## src/rtl/cnt_snap_pkg.sv

```systemverilog
package cnt_snap_pkg;
  typedef enum logic [0:0] {
    SEQ_IDLE   = 1'b0,
    SEQ_SAMPLE = 1'b1
  } seq_state_e;
endpackage

```

## src/rtl/cnt_snap_sync.sv

```systemverilog
// Two-stage synchronizer bank, one chain per counter bit.
module cnt_snap_sync #(
  parameter int W = 16
) (
  input  logic         clk,
  input  logic         rst_n,
  input  logic [W-1:0] d,
  output logic [W-1:0] q
);
  logic [W-1:0] stage1;
  for (genvar i = 0; i < W; i++) begin : g_bit
    always_ff @(posedge clk or negedge rst_n) begin
      if (!rst_n) begin
        stage1[i] <= 1'b0;
        q[i]      <= 1'b0;
      end else begin
        stage1[i] <= d[i];
        q[i]      <= stage1[i];
      end
    end
  end
endmodule

```

## src/rtl/cnt_snap_gate.sv

```systemverilog
// Request admission with a single pending slot.
module cnt_snap_gate (
  input  logic clk,
  input  logic rst_n,
  input  logic rd_req,
  input  logic seq_idle,
  output logic start
);
  logic pending;
  assign start = seq_idle & (rd_req | pending);

  always_ff @(posedge clk or negedge rst_n) begin
    if (!rst_n)                   pending <= 1'b0;
    else if (start)               pending <= 1'b0;
    else if (rd_req && !seq_idle) pending <= 1'b1;
  end
endmodule

```

## src/rtl/cnt_snap_seq.sv

```systemverilog
// Sampling sequencer: accept when two consecutive masked samples agree.
module cnt_snap_seq
  import cnt_snap_pkg::*;
#(
  parameter int CNT_W  = 16,
  parameter int DROP_W = 2,
  parameter int TRY_W  = 4
) (
  input  logic             clk,
  input  logic             rst_n,
  input  logic             start,
  input  logic [CNT_W-1:0] smp_raw,
  output logic [CNT_W-1:0] smp_masked,
  output logic             match_evt,
  output logic             seq_idle,
  output logic             rd_valid,
  output logic [CNT_W-1:0] rd_data,
  output logic [TRY_W-1:0] tries
);
  localparam logic [CNT_W-1:0] LOW_ONES  = CNT_W'((64'd1 << DROP_W) - 64'd1);
  localparam logic [CNT_W-1:0] KEEP_MASK = ~LOW_ONES;
  localparam logic [TRY_W-1:0] TRY_MAX   = {TRY_W{1'b1}};

  function automatic logic [CNT_W-1:0] drop_low(input logic [CNT_W-1:0] v);
    return v & KEEP_MASK;
  endfunction

  function automatic logic [TRY_W-1:0] sat_inc(input logic [TRY_W-1:0] v);
    return (v == TRY_MAX) ? v : v + TRY_W'(1);
  endfunction

  seq_state_e       state;
  logic [CNT_W-1:0] prev;
  logic             prev_ok;

  assign smp_masked = drop_low(smp_raw);
  assign seq_idle   = (state == SEQ_IDLE);
  assign match_evt  = (state == SEQ_SAMPLE) && prev_ok && (smp_masked == prev);

  always_ff @(posedge clk or negedge rst_n) begin
    if (!rst_n) begin
      state    <= SEQ_IDLE;
      prev     <= '0;
      prev_ok  <= 1'b0;
      rd_valid <= 1'b0;
      rd_data  <= '0;
      tries    <= '0;
    end else begin
      rd_valid <= 1'b0;
      if (start) begin
        state   <= SEQ_SAMPLE;
        prev_ok <= 1'b0;
        tries   <= '0;
      end else if (state == SEQ_SAMPLE) begin
        tries   <= sat_inc(tries);
        prev    <= smp_masked;
        prev_ok <= 1'b1;
        if (match_evt) begin
          rd_valid <= 1'b1;
          rd_data  <= smp_masked;
          state    <= SEQ_IDLE;
        end
      end
    end
  end
endmodule

```

## src/rtl/cnt_snap_reader.sv

```systemverilog
module cnt_snap_reader #(
  parameter int CNT_W  = 16,
  parameter int DROP_W = 2,
  parameter int TRY_W  = 4
) (
  input  logic             clk,
  input  logic             rst_n,
  input  logic [CNT_W-1:0] cnt_in,
  input  logic             rd_req,
  output logic             rd_valid,
  output logic [CNT_W-1:0] rd_data,
  output logic             rd_busy,
  output logic [TRY_W-1:0] dbg_tries
);
  logic [CNT_W-1:0] smp_raw;
  logic [CNT_W-1:0] smp_masked;
  logic             match_evt;
  logic             seq_idle;
  logic             seq_start;

  cnt_snap_sync #(.W(CNT_W)) u_sync (
    .clk(clk), .rst_n(rst_n), .d(cnt_in), .q(smp_raw)
  );

  cnt_snap_gate u_gate (
    .clk(clk), .rst_n(rst_n), .rd_req(rd_req),
    .seq_idle(seq_idle), .start(seq_start)
  );

  cnt_snap_seq #(.CNT_W(CNT_W), .DROP_W(DROP_W), .TRY_W(TRY_W)) u_seq (
    .clk(clk), .rst_n(rst_n), .start(seq_start),
    .smp_raw(smp_raw), .smp_masked(smp_masked), .match_evt(match_evt),
    .seq_idle(seq_idle), .rd_valid(rd_valid), .rd_data(rd_data),
    .tries(dbg_tries)
  );

  assign rd_busy = ~seq_idle;
endmodule

```

## config.mk

```make
export PLATFORM = sky130hd
export DESIGN_NAME = cnt_snap_reader
export DESIGN_NICKNAME = d
export VERILOG_FILES = /design/src/rtl/cnt_snap_pkg.sv /design/src/rtl/cnt_snap_sync.sv /design/src/rtl/cnt_snap_gate.sv /design/src/rtl/cnt_snap_seq.sv /design/src/rtl/cnt_snap_reader.sv
export SDC_FILE = /design/constraint.sdc
export NUM_CORES = 1
export LEC_CHECK = 0
export ABC_AREA = 1
export BUFFER_PORTS_ARGS = -buffer_cell sky130_fd_sc_hd__buf_2
export CORE_AREA = 2 2 70 72
export DETAILED_ROUTE_END_ITERATION = 7
export DIE_AREA = 0 0 72 74
export GPL_TIMING_DRIVEN = 0
export PLACE_DENSITY = 0.76
export SYNTH_ARGS = -nofsm -noshare
export SYNTH_HDL_FRONTEND = slang
export SYNTH_SLANG_ARGS = --single-unit
export TNS_END_PERCENT = 30
```

## constraint.sdc

```tcl
create_clock -name clk -period 1.7 [get_ports clk]
set_input_delay 0.17 -clock clk [delete_from_list [all_inputs] [get_ports clk]]
set_output_delay 0.17 -clock clk [all_outputs]
set_load 0.05 [all_outputs]
```

# [Yosys cells after proc, flatten, opt, wreduce, memory -nomap -nowiden]
# Index checks and enable logic that the tools add are counted.
[op_classes] muxes=13 n_reduce_logical=8 n_eq_ne=3 bitwise_logic=4 n_addsub=1
[ops] cell="14-bit == test" count=1
[ops] cell="4-bit 2-to-1 mux" count=3
[ops] cell="1-bit 2-to-1 mux" count=10
[ops] cell="4-bit by 1-bit adder with 4-bit output, second input constant" count=1
[ops] cell="4-bit == test, second input constant" count=1
[ops] cell="2-bit AND reduction" count=2
[ops] cell="2-bit nonzero test" count=2
[ops] cell="1-bit logical AND" count=3
[ops] cell="3-bit AND reduction" count=1
[ops] cell="2-bit != test, second input constant" count=1
[ops] cell="1-bit inverter" count=2
[ops] cell="1-bit bitwise AND" count=1
[ops] cell="1-bit OR" count=1
[word_totals] ff_bits=64 out_inout_bits=22

# [Longest topological paths before layout]
# Gate-level depths: netlist of the first run.
[logic_depth] depth_word=5 mapped_depth=10

# [By module]
# Synthesis of the first run repeated with hierarchy kept, for this count alone.
[hier_totals] hier_cells=277 hier_area_um2=2690.1
[by_module_without_submodules] module="cnt_snap_seq" cells_each=239 n_inst=1 area_per_inst_um2=1845.5 seq_area_each_um2=875.8
[by_module_without_submodules] module="cnt_snap_sync" cells_each=32 n_inst=1 area_per_inst_um2=800.8 seq_area_each_um2=800.8
[by_module_without_submodules] module="cnt_snap_gate" cells_each=5 n_inst=1 area_per_inst_um2=40.0 seq_area_each_um2=25.0
[by_module_without_submodules] module="cnt_snap_reader" cells_each=1 n_inst=1 area_per_inst_um2=3.8 seq_area_each_um2=0.0

# [Worst setup path after synthesis of the first run]
# Ideal clock, no wire load.
[synth_timing] kind="reg2reg" start="register u_seq.state" end="register u_seq.rd_data[10]" n_path_buf=1 setup_time_ns=0.119 stages_incl_launch_ff=11 path_slack_ns=0.125 arrival_time_ns=1.456 cell_sequence="dfrtp_1 -> nand2_1 -> inv_1 -> nand2_1 -> nor2_1 -> nand2_1 -> nor2_4 -> nand2_4 -> buf_6 -> nand2_1 -> nand2_1"
[synth_between] elab_chain_len=4 elab_cells_between_ends=6
[synth_rtl] item="start: declaration" line_no="cnt_snap_seq.sv:32" rtl="seq_state_e state;"
[synth_rtl] item="start signal: assignment" line_no="cnt_snap_seq.sv:42" rtl="state <= SEQ_IDLE;"
[synth_rtl] item="start signal: assignment" line_no="cnt_snap_seq.sv:51" rtl="state <= SEQ_SAMPLE;"
[synth_rtl] item="start signal: assignment" line_no="cnt_snap_seq.sv:61" rtl="state <= SEQ_IDLE;"
[synth_rtl] item="1-bit inverter" line_no="cnt_snap_seq.sv:37" rtl="assign seq_idle = (state == SEQ_IDLE);"
[synth_rtl] item="1-bit bitwise AND" line_no="cnt_snap_gate.sv:10" rtl="assign start = seq_idle & (rd_req | pending);"
[synth_rtl] item="1-bit inverter (no source line)"
[synth_rtl] item="3-bit AND reduction (no source line) *"
[synth_rtl] item="end signal: assignment" line_no="cnt_snap_seq.sv:60" rtl="rd_data <= smp_masked;"
[synth_rtl] item="end: declaration" line_no="cnt_snap_seq.sv:17" rtl="output logic [CNT_W-1:0] rd_data,"
# Mark *: on every way between the ends. The rest lies on a longest branch, timed or not.
# A chain may end at the register's enable or synchronous reset.

# [Final worst setup path of the first run]
[layout_timing] start="register u_seq.state" end="register u_seq.prev[7]"
[layout_between] elab_chain_len=4
[layout_rtl] item="1-bit inverter" line_no="cnt_snap_seq.sv:37"
[layout_rtl] item="1-bit bitwise AND" line_no="cnt_snap_gate.sv:10"
[layout_rtl] item="1-bit inverter (no source line)"
[layout_rtl] item="2-bit AND reduction (no source line) *"
[layout_rtl] item="end signal: assignment" line_no="cnt_snap_seq.sv:56" rtl="prev <= smp_masked;"
[layout_rtl] item="end: declaration" line_no="cnt_snap_seq.sv:33" rtl="logic [CNT_W-1:0] prev;"
# Marked as above.

==> results of run 1 <==
[per-layer routing]
| layer | track usage (%) | vias up | wire length, µm |
|---|---|---|---|
| met5 | 0 | - | 0 |
| met4 | 10.1 | 0 | 106 |
| met3 | 6.50 | 10 | 186 |
| met2 | 30.8 | 33 | 2230 |
| met1 | 22.6 | 791 | 1900 |
| li1 | - | 886 | - |
[state kept, by name (all words and copies together), names as in the netlist]
| name | cells |
|---|---|
| u_gate.pending | 1 |
| u_sync.stage1 | 14 |
| u_seq.rd_valid | 1 |
| u_seq.prev | 14 |
| u_sync.q | 14 |
| u_seq.rd_data | 14 |
| u_seq.prev_ok | 1 |
| u_seq.tries | 4 |
| u_seq.state | 1 |
[cell type report]
| type | count | area (µm²) | share of cell area (%) |
|---|---|---|---|
| flip-flops and latches | 64 | 1600 | 53.0 |
| clock inverters | 3 | 40.0 | 1.32 |
| clock buffers | 13 | 159 | 5.26 |
| multi-input cells | 147 | 642 | 21.2 |
| repair buffers | 51 | 333 | 11.0 |
| plain buffers | 8 | 52.6 | 1.74 |
| well taps | 54 | 67.6 | 2.24 |
| inverters | 34 | 128 | 4.22 |
[worst min-delay path, cell delays in order]
cell and delay [ps]:
buf_2 70, or2_2 100, inv_1 50, nand2_1 50, nand2_1 40
[cells by family after synthesis]
| family | Yosys count |
|---|---|
| adders and majority gates | 1 |
| DFF | 64 |
| and+or+nand+nor | 123 |
| AOI/OAI and AO/OA | 19 |
| xor gates and xnor gates | 2 |
| buffers and inverters | 42 |
| other | 1 |
[synthesized netlist by cell type, drive strengths merged]
cell,n,area (µm²)
xnor2,1,8.76
or2,1,6.26
a21oi,1,5.00
buf,5,41.3
clkbuf,3,11.3
nand3,16,80.1
nand2,93,357
xor2,1,8.76
o21ai,16,80.1
dfrtp,64,1600
conb,1,3.75
ha,1,12.5
nor2,13,63.8
inv,34,128
o22ai,2,12.5
[worst paths after layout]
check	startpoint	end	depth (start not counted)	slack, ps
max	u_seq.state$_DFF_PN0_	u_seq.prev[7]$_DFFE_PN0P_	4	210
min	rd_req	u_seq.prev_ok$_DFFE_PN0P_	5	180
max reg2reg	u_seq.state$_DFF_PN0_	u_seq.prev[7]$_DFFE_PN0P_	4	210
min reg2reg	u_sync.stage1[15]$_DFF_PN0_	u_sync.q[15]$_DFF_PN0_	0	350
max in group asynchronous	rst_n	u_sync.q[3]$_DFF_PN0_	2	710
min in group asynchronous	rst_n	u_seq.tries[0]$_DFFE_PN0P_	2	490
[stage by stage]
| stage | setup slack, ps | utilization [%] |
|---|---|---|
| finish | 207 | 65.7 |
| global route | 35.5 | 65.7 |
| CTS | 194 | 65.5 |
| detailed placement | 237 | 58.1 |
| global placement | 230 | 58.1 |
| floorplan | 125 | - |
[repair_timing]
action	CTS	global route
setup endpoints to repair	0	0
hold buffers	14	1
endpoints found under the hold margin	14	64
buffers inserted	0	0
[report_power, final]
| part | switching, mW | total, mW | leakage [nW] | internal [mW] |
|---|---|---|---|---|
| registers | 0.0875 | 1.72 | 0.771 | 1.63 |
| logic | 0.379 | 0.557 | 0.840 | 0.178 |
| clock network | 0.528 | 1.28 | 0.103 | 0.753 |
[placed cells by master (no fill, tap or decap), types with 5 or more instances in the layout]
| cell type | count |
|---|---|
| buf_2 | 35 |
| buf_4 | 5 |
| clkbuf_1 | 5 |
| clkbuf_8 | 11 |
| dfrtp_1 | 64 |
| dlygate4sd3_1 | 15 |
| inv_1 | 32 |
| nand2_1 | 92 |
| nand3_1 | 16 |
| nor2_1 | 11 |
| o21ai_0 | 16 |
==> results.tsv, run 1 <==
metric	value	unit
dp_hpwl	2800	µm
vias_per_cell	4.60	
synth_compound_area_share	4.03	%
grt_pass1_vias	1652	
required	1950	ps
core-area	0.00460	mm²
synthAdderAreaFrac	0.517	%
dp_cells	343	
cp_cell_sequence	clkbuf_1 > clkbuf_1 > nand2_1 > o21ai_0	
finalHoldViolCount	0	
worst_path_max_delay_cell	clkbuf_1	
grt_pass1_wl	7310	µm
cts_made_buffers	9	
path_common_cell	clkbuf_1	
fmax	670	MHz
criticalPathCategory	flip-flop to flip-flop	
numPortBuffers	36	
die_area	0.00533	mm²
grt_max_degree	65	
routed_wl	4420	µm
yosysSeqAreaShare	66.2	%
place_congestion	0.778	
cts-htree-levels	3	
start_kind	flip-flop	
post_drt_wl_per_cell	11.8	µm
max_slew_margin	49.6	%
p_total	3.56	mW
dr_total_vias	1720	
end_kind	flip-flop	
ant_nets	0	
synth.distinct_cells	19	
tns	0	ps
finalMaxSlewViolations	0	
post_cts_resized	0	
synth_top_family_by_area	simple AND/OR/NAND/NOR gates	
first_pass_iters	4	
rsz0062_at_grt	false	
path_buf_inv	2	
die_x	72	µm
io_pins	41	
postSynthAreaPerCell	9.60	µm²
fillers	354	
clock_latency	330	ps
cpPeakStageDelay	430	ps
synth_area	0.00242	mm²
ir_drop	0.00130	V
area_delta_synth_final	24.9	%
status	finished, final reports clean	
synth_xor_area_share	0.724	%
clock_path_buffers	2	
pwr_density_cell	1180	mW/mm²
hold-worst-slack	181	ps
drc	0	
path_clk_slew	70	ps
fin_area	0.00302	mm²
cts_sinks	64	
placed_cell_area	0.00267	mm²
cts_tree	yes	
hp-class	input port to flip-flop	
path_max_fanout	10	
finalNetCount	335	
start_util	52.6	%
fin_worst_skew	6.09	ps
antenna_found_initial	0	
chipHeight	74	µm
period_share	87.8	%
max_cap_viol_count	0	
grt-ovfl-total	0	
synthMuxAreaShare	0	%
path_delay_family	buffers and inverters	
grtUsageTotal	18.9	%
diodes	0	
syn_inst	252	
worstMarginPinSlew	755	ps
setup_viol	0	
critPathArrivalTime	1740	ps
rows	25	
synth-seq-cells	64	
yosys.area_share.simple	20.9	%
fin_crit	1490	ps
synth_warnings	0	
leakage	1.71	nW
drtIter0Drc	134	
final_cells	374	
clock-root-buffer	clkbuf_8	
drive_gt1_share	19.1	%
No activity file was read; power rests on OpenSTA's default activity.
==> run 2, diff against run 1 <==
--- a/config.mk
+++ b/config.mk
@@ -12,6 +12,7 @@
 export DIE_AREA = 0 0 72 74
 export GPL_TIMING_DRIVEN = 0
 export PLACE_DENSITY = 0.76
+export RECOVER_POWER = 100
 export SYNTH_ARGS = -nofsm -noshare
 export SYNTH_HDL_FRONTEND = slang
 export SYNTH_SLANG_ARGS = --single-unit
==> results.tsv, run 2 (synthesis results as in run 1) <==
metric	value	unit
status	finished, final reports clean	
vias_per_cell	4.59	
p_comb_share	15.3	%
clock_path_buffers	2	
cp_cell_sequence	inv_1 > nand2_1 > nand2_1 > nor2_1 > nand2_1 > nor2_4 > nand2_4 > buf_2 > nand2_1 > nand2_1	
start_kind	flip-flop	
cts_hold_buf	14	
routed_wl	4410	µm
post_drt_wl_per_cell	11.8	µm
final_common_cell	nand2_1	
grt_pass1_wl	7310	µm
path_max_fanout	10	
grt_max_degree	65	
cp-endpoint	u_seq.rd_data[8]$_DFFE_PN0P_	
post_cts_resized	0	
max_slew_margin	45.7	%
drive_gt1_share	12.5	%
pwr_density_cell	1180	mW/mm²
dr_total_vias	1717	
fillers	363	
layout_common_cells	nand2_1, dfrtp_1, inv_1, clkbuf_1	
hold_path.startpoint	rd_req	
hp-class	input port to flip-flop	
fin_worst_skew	5.86	ps
intPower	2.55	mW
core-area	0.00460	mm²
rows	25	
grt_pass1_vias	1652	
ant_nets	0	
p_total	3.54	mW
drtIter0Drc	117	
tns	0	ps
clock-root-buffer	clkbuf_8	
grt-ovfl-total	0	
cts_sinks	64	
area_delta_synth_final	23.6	%
chipHeight	74	µm
rsz0062_at_grt	false	
leakage	1.64	nW
numPortBuffers	36	
finalMaxSlewViolations	0	
diodes	0	
ff2ff_setup_slack	180	ps
die_x	72	µm
dp_hpwl	2800	µm
r2r_cells	10	
finalNetCount	335	
post_cts_buffers	0	
end_kind	flip-flop	
clock_latency	330	ps
path_clk_slew	70	ps
antenna_found_initial	0	
die_area	0.00533	mm²
grtUsageTotal	18.9	%
critPathArrivalTime	1740	ps
setup_viol	0	
ir_drop	0.00127	V
cpPeakStageDelay	400	ps
hold-worst-slack	180	ps
required	1920	ps
swShare	28.1	%
worstMarginPinSlew	814	ps
layout_setup_ws	185	ps
p_switching	996	µW
place_congestion	0.778	
crit_start	u_sync.q[7]$_DFF_PN0_	
cts_made_buffers	9	
drc	0	
path_delay_family	simple AND/OR/NAND/NOR gates	
cp.depth	10	
fmax	660	MHz
period_share	89.1	%
cts-htree-levels	3	
io_pins	41	
fin_crit	1520	ps
worst_r2r_endpoint	u_seq.rd_data[8]$_DFFE_PN0P_	
start_util	52.6	%
cts_tree	yes	
clock_power_share	36.2	%
path_buf_inv	2	
p_seq_share	48.5	%
pre_cts_slack	237	ps
criticalPathCategory	flip-flop to flip-flop	
first_pass_iters	4	
worstReg2RegStart	u_sync.q[7]$_DFF_PN0_	
max_cap_viol_count	0	
worst_path_max_delay_cell	dfrtp_1	
finalHoldViolCount	0	
path_common_cell	nand2_1	
-- run 2: area by class of cell --
cell class	count	area, µm²	area share (%)
plain buffers	8	46.3	1.55
clock buffers	13	159	5.31
clock inverters	3	40.0	1.34
inverters	34	128	4.27
multi-input cells	147	642	21.5
flip-flops and latches	64	1600	53.5
well taps	54	67.6	2.26
repair buffers	51	308	10.3
-- run 2: how the worst min path moves through the flow --
stage          slack [ps]  cells past startpoint                     endpoint
6_report              180                      5    u_seq.prev_ok$_DFFE_PN0P_
2_1_floorplan        -130                      0   u_gate.pending$_DFFE_PN0P_
4_1_cts               160                      5    u_seq.prev_ok$_DFFE_PN0P_
5_1_grt               190                      4   u_gate.pending$_DFFE_PN0P_
3_3_place_gp          280                      1   u_sync.stage1[3]$_DFF_PN0_
3_5_place_dp          280                      1  u_sync.stage1[14]$_DFF_PN0_
-- run 2: power by group through the flow --
stage	clock (mW)	sequential (mW)	combinational [mW]
after floorplan	0	1.91	0.211
after global placement	0	1.74	0.517
after detailed placement	0	1.74	0.535
after CTS	1.33	1.72	0.559
after global routing	1.38	1.74	0.603
final	1.28	1.72	0.542
-- run 2: worst min-delay path, delay by kind of cell --
kind	cells	cell delay [ps]
buffers and inverters	2	120
AND/OR/NAND/NOR	3	190
-- run 2: routing by layer --
| layer | track usage (%) | part of all wire (%) | vias to the layer above |
|---|---|---|---|
| li1 | - | - | 886 |
| met1 | 22.6 | 44 | 785 |
| met2 | 30.8 | 50 | 36 |
| met3 | 6.50 | 4.1 | 10 |
| met4 | 10.1 | 2.5 | 0 |
| met5 | 0 | 0 | - |
-- run 2: through the flow --
stage	cell area (µm²)	cells	util, %
after floorplan	2420	253	-
after global placement	2670	343	58.1
after detailed placement	2670	343	58.1
after CTS	3010	373	65.5
after global routing	2990	374	65.1
final	2990	374	65.1
